## src/rtl/lsq_pkg.sv

```systemverilog
// Shared types for the load/store queue occupancy checker.
package lsq_pkg;
    typedef enum logic [1:0] {
        ADM_OK      = 2'd0,
        ADM_LQ_FULL = 2'd1,
        ADM_SQ_FULL = 2'd2
    } adm_status_t;
endpackage

```

## src/rtl/lsq_slot_counter.sv

```systemverilog
// Occupancy counter for one queue.
// Assumes: at most one allocate and one release per cycle, and CAP < 2**CNT_W.
// CAP == 0 selects an unbounded queue whose count saturates at all-ones.
module lsq_slot_counter #(
    parameter int CAP   = 4,
    parameter int CNT_W = 6
) (
    input  logic             clk,
    input  logic             rst_n,
    input  logic             alloc,
    input  logic             rel,
    output logic [CNT_W-1:0] used,
    output logic             empty,
    output logic             full,
    output logic             underflow
);
    localparam logic [CNT_W-1:0] CAP_V = CNT_W'(CAP);
    localparam logic [CNT_W-1:0] MAX_V = {CNT_W{1'b1}};

    logic [CNT_W-1:0] used_nxt;

    // Next count: net change of allocate and release, clamped at both ends.
    always_comb begin
        used_nxt = used;
        if (alloc && !rel && used != MAX_V)
            used_nxt = used + 1'b1;
        else if (rel && !alloc && used != '0)
            used_nxt = used - 1'b1;
    end

    // Count register with synchronous reset.
    always_ff @(posedge clk) begin
        if (!rst_n) used <= '0;
        else        used <= used_nxt;
    end

    assign empty     = (used == '0);
    assign underflow = rel && (used == '0);

    // Full flag: absent for an unbounded queue.
    generate
        if (CAP == 0) begin : g_unbounded
            assign full = 1'b0;
        end else begin : g_bounded
            assign full = (used == CAP_V);
        end
    endgenerate
endmodule

```

## src/rtl/lsq_admit.sv

```systemverilog
// Admission decision for one dispatch request.
// Assumes the full flags describe the current cycle. A load-queue shortage
// takes priority over a store-queue shortage.
module lsq_admit
    import lsq_pkg::*;
(
    input  logic        want_ld,
    input  logic        want_st,
    input  logic        lq_full,
    input  logic        sq_full,
    output adm_status_t status
);
    // Pick the status code; a request needing no entry is always admitted.
    always_comb begin
        if (want_ld && lq_full)      status = ADM_LQ_FULL;
        else if (want_st && sq_full) status = ADM_SQ_FULL;
        else                         status = ADM_OK;
    end
endmodule

```

## src/rtl/lsq_occupancy.sv

```systemverilog
// Load/store queue occupancy checker: admits dispatch requests against
// per-queue capacities and tracks releases from retirement and commit.
// Assumes barriers are offered with the read or write flag like plain accesses.
module lsq_occupancy
    import lsq_pkg::*;
#(
    parameter int LQ_CAP = 4,
    parameter int SQ_CAP = 3,
    parameter int CNT_W  = 6
) (
    input  logic             clk,
    input  logic             rst_n,
    input  logic             dsp_valid,
    input  logic             dsp_rd,
    input  logic             dsp_wr,
    input  logic             ld_retire,
    input  logic             st_commit,
    output logic [1:0]       adm_status,
    output logic             lq_empty,
    output logic             lq_full,
    output logic             sq_empty,
    output logic             sq_full,
    output logic [CNT_W-1:0] lq_used,
    output logic [CNT_W-1:0] sq_used,
    output logic             lq_underflow,
    output logic             sq_underflow
);
    adm_status_t status;
    logic        accept;

    lsq_admit u_admit (
        .want_ld (dsp_rd),
        .want_st (dsp_wr),
        .lq_full (lq_full),
        .sq_full (sq_full),
        .status  (status)
    );

    // Acceptance: a valid request whose status is admit.
    assign accept     = dsp_valid && (status == ADM_OK);
    assign adm_status = status;

    lsq_slot_counter #(.CAP(LQ_CAP), .CNT_W(CNT_W)) u_lq (
        .clk       (clk),
        .rst_n     (rst_n),
        .alloc     (accept && dsp_rd),
        .rel       (ld_retire),
        .used      (lq_used),
        .empty     (lq_empty),
        .full      (lq_full),
        .underflow (lq_underflow)
    );

    lsq_slot_counter #(.CAP(SQ_CAP), .CNT_W(CNT_W)) u_sq (
        .clk       (clk),
        .rst_n     (rst_n),
        .alloc     (accept && dsp_wr),
        .rel       (st_commit),
        .used      (sq_used),
        .empty     (sq_empty),
        .full      (sq_full),
        .underflow (sq_underflow)
    );
endmodule

```

## config.mk

```make
export PLATFORM = sky130hd
export DESIGN_NAME = lsq_occupancy
export DESIGN_NICKNAME = d
export VERILOG_FILES = /design/src/rtl/lsq_pkg.sv /design/src/rtl/lsq_slot_counter.sv /design/src/rtl/lsq_admit.sv /design/src/rtl/lsq_occupancy.sv
export SDC_FILE = /design/constraint.sdc
export NUM_CORES = 1
export LEC_CHECK = 0
export BUFFER_PORTS_ARGS = -buffer_cell sky130_fd_sc_hd__buf_2
export CAP_MARGIN = 40
export CORE_MARGIN = 2
export CORE_UTILIZATION = 57
export CTS_BUF_LIST = sky130_fd_sc_hd__clkbuf_2 sky130_fd_sc_hd__clkbuf_4 sky130_fd_sc_hd__clkbuf_8
export CTS_CLUSTER_DIAMETER = 50
export DETAILED_ROUTE_END_ITERATION = 8
export HOLD_SLACK_MARGIN = 0.1
export PLACE_DENSITY = 0.93
export RECOVER_POWER = 50
export SLEW_MARGIN = 5
export SYNTH_ARGS = -nofsm -noshare
export SYNTH_HDL_FRONTEND = slang
export SYNTH_SLANG_ARGS = --single-unit
```

## constraint.sdc

```tcl
create_clock -name clk -period 6.4 [get_ports clk]
set_clock_uncertainty 0.2 [all_clocks]
set_input_delay 0.32 -clock clk [delete_from_list [all_inputs] [get_ports clk]]
set_output_delay 0.32 -clock clk [all_outputs]
set_load 0.05 [all_outputs]
```

==> out/results.ini <==
[run_status]
status=finished, final reports clean

[power_and_ir_drop]
p_int_uw=330.8
total_power_uw=758.5
pwr-share-clk_pct=8.5
p_sw_uw=427.7
power_frac_comb_pct=71.1
p_leak_uw=0.0005534
power.density_nw_per_um2=622.4
seqPwrFrac_pct=20.4
switching_share_pct=56.39
vdd_drop_max_mv=0.3392

[yosys]
ys_warn_count=0
synthArstFlopShare_pct=0
synth_nets=132
avgSynthCellArea_um2=9.302
synth-seq-cells=12
synthFlopType=dfxtp_1
netlist_area_um2=1070
ys_seq_area_share_pct=22.46
synthCells=115
ys_types=35
synth-edff-count=0

[clock_network]
cts_tree=yes
hold_buffers=0
cts_sinks=12
cts.repair.resized=0
cts_buffers=3
cts_buffer_depth=2
clk_latency_ps=290
htree_levels=1
root_buffer=clkbuf_4
post-cts-setup-buffers=0
path_clk_slew_ps=90

[final_layout]
fin_util_pct=69.82
antenna_cells=0
fill_cells=159
drive_above_1_share_pct=20.28
nets=161
area_growth_pct=13.92

[global_routing]
grt_use_total_pct=25.00
use_met3_pct=7.308
grt_max_degree=21
grt.busiest_layer=met2
met1_usage_pct=29.81
grt_pass1_vias=821
grt_pass1_wl_um=3774
grt_antenna_before_repair=0
use_met2_pct=40.00
globalRoute.totalOverflow=0

[route]
detail_route.drc_violations=0
final_antenna_net_count=0
vias=969
via_per_inst=5.768
drt_iter0_markers=30
routed_wl_um=2482
drt_first_pass_iters=4
post_drt_wl_per_cell_um=14.77

[floorplanning]
core_um2=1745
num_rows=15
num_io_pins=27
start_util_pct=61.29
die_x_um=47.32
die_h_um=47.32
die_area_um2=2239

[setup_path]
crit_family=simple AND/OR/NAND/NOR gates
worstPathArrival_ps=4070
rrSetupSlack_ps=2350
critPathKind=register to register
path_cells=or3_4 -> nor4_1 -> nor4_4 -> inv_1 -> ha_1 -> a21oi_1 -> nor2_1 -> a2111oi_0 -> mux2i_2 -> mux2i_1
ff2ff_path_depth=10
end_kind=register
cp_slowest_cell=nor4_1
worstReg2RegEnd=u_sq.used[5]
cp_num_buf_inv=1
r2r-start=u_lq.used[3]
crit_fanout=7
crit_required_ps=6420
critical_path.max_stage_delay_ps=860
worstSetupStartpointType=register

[worst_hold_path]
holdPathStages=2
hp-class=primary input to register
hold_end=u_sq.used[2]
hp-start=rst_n

[timing]
slew_headroom_pct=29.60
tns_ps=0
fin_crit_sh_pct=63.26
rsz0062_at_grt=false
finalHoldViolations=0
layout_min_cycle_time_ps=4049
slew_violations=0
finalSetupViolations=0
worst_pin_slew_ps=1046
clock.fmax_mhz=247.0

[placement]
gp_congestion=0.9267
hpwl_um=1838
port_buffers=26

[run]
cap_viol_max_count=0

final cells by class:
| type | instances | area, um^2 | share of cell area [%] |
|---|---|---|---|
| Timing Repair Buffer | 26 | 113.9 | 9.343 |
| Tap cell | 25 | 31.28 | 2.567 |
| Multi-Input combinational cell | 95 | 774.5 | 63.55 |
| Clock buffer | 4 | 36.28 | 2.977 |
| Inverter | 6 | 22.52 | 1.848 |
| Sequential cell | 12 | 240.2 | 19.71 |
worst max-delay path by stage:
stage,depth (start not counted),start,end
CTS,10,u_lq.used[3],u_sq.used[5]
detailed placement,10,u_lq.used[3],u_sq.used[5]
global route,10,u_lq.used[3],u_sq.used[5]
floorplan,10,u_lq.used[3],u_sq.used[5]
global placement,10,u_lq.used[3],u_sq.used[5]
finish,10,u_lq.used[3],u_sq.used[5]
power groups by stage:
stage	registers [uW]	logic (uW)	clock network, uW
5_1_grt	161	584	67.8
3_3_place_gp	153	532	0
4_1_cts	157	554	65.2
2_1_floorplan	241	358	0
3_5_place_dp	157	548	0
6_report	155	539	64.6
per-stage QoR:
stage	setup slack (ps)	std cells	cell area (um^2)	hold slack, ps
detailed placement	2945	164	1224	299.4
global placement	3033	164	1224	284.2
finish	2351	168	1219	221.3
floorplan	2576	115	1070	272.4
global route	2148	168	1219	248.7
CTS	2878	168	1260	218.6
registers in the layout, summed over array words and instances (netlist names):
signal / cells
u_lq.used: 6
u_sq.used: 6
synth_stat cells (3+ instances only):
| library cell | instances | area share, % |
|---|---|---|
| nor3_1 | 3 | 1.4 |
| a21oi_1 | 4 | 1.9 |
| dfxtp_1 | 12 | 22 |
| nand3_1 | 3 | 1.4 |
| mux2i_1 | 9 | 8.4 |
| inv_1 | 6 | 2.1 |
| xnor2_1 | 4 | 3.3 |
| o21ai_0 | 3 | 1.4 |
| nand2_1 | 18 | 6.3 |
| ha_1 | 8 | 9.4 |
| o21bai_1 | 3 | 2.1 |
| nor2_1 | 3 | 1.1 |
| and2_1 | 3 | 1.8 |
per-layer routing:
layer	wire, um	part of all wire, %	up-vias
li1	-	-	477
met1	1086	44	442
met2	1185	48	41
met3	144	5.8	9
met4	66	2.7	0
met5	0	0	-
cell families (layout without fill, tap and decap cells):
logic type	count (synthesis)	count (layout)	synth area share, %
multiplexers	10	10	9.708
adder cells (fa/ha/maj)	10	10	13.10
flip-flops	12	12	22.46
AND/OR/NAND/NOR	48	48	28.89
buffers and inverters	8	36	2.807
AO/OA/AOI/OAI	21	21	18.13
XOR/XNOR	6	6	4.912
cells in the final DEF, fill, tap and decap left out, types with 3 or more instances in the layout:
cell	netlist	layout
dfxtp_1	12	12
clkbuf_4	0	3
and2_1	3	3
clkbuf_1	2	13
xnor2_1	4	4
o21ai_0	3	3
ha_1	8	8
inv_1	6	6
mux2i_1	9	9
nor2_1	3	3
nand2_1	18	18
o21bai_1	3	3
a21oi_1	4	4
buf_2	0	13
nor3_1	3	4
nand3_1	3	3
Power figures use the tool's default switching activity.
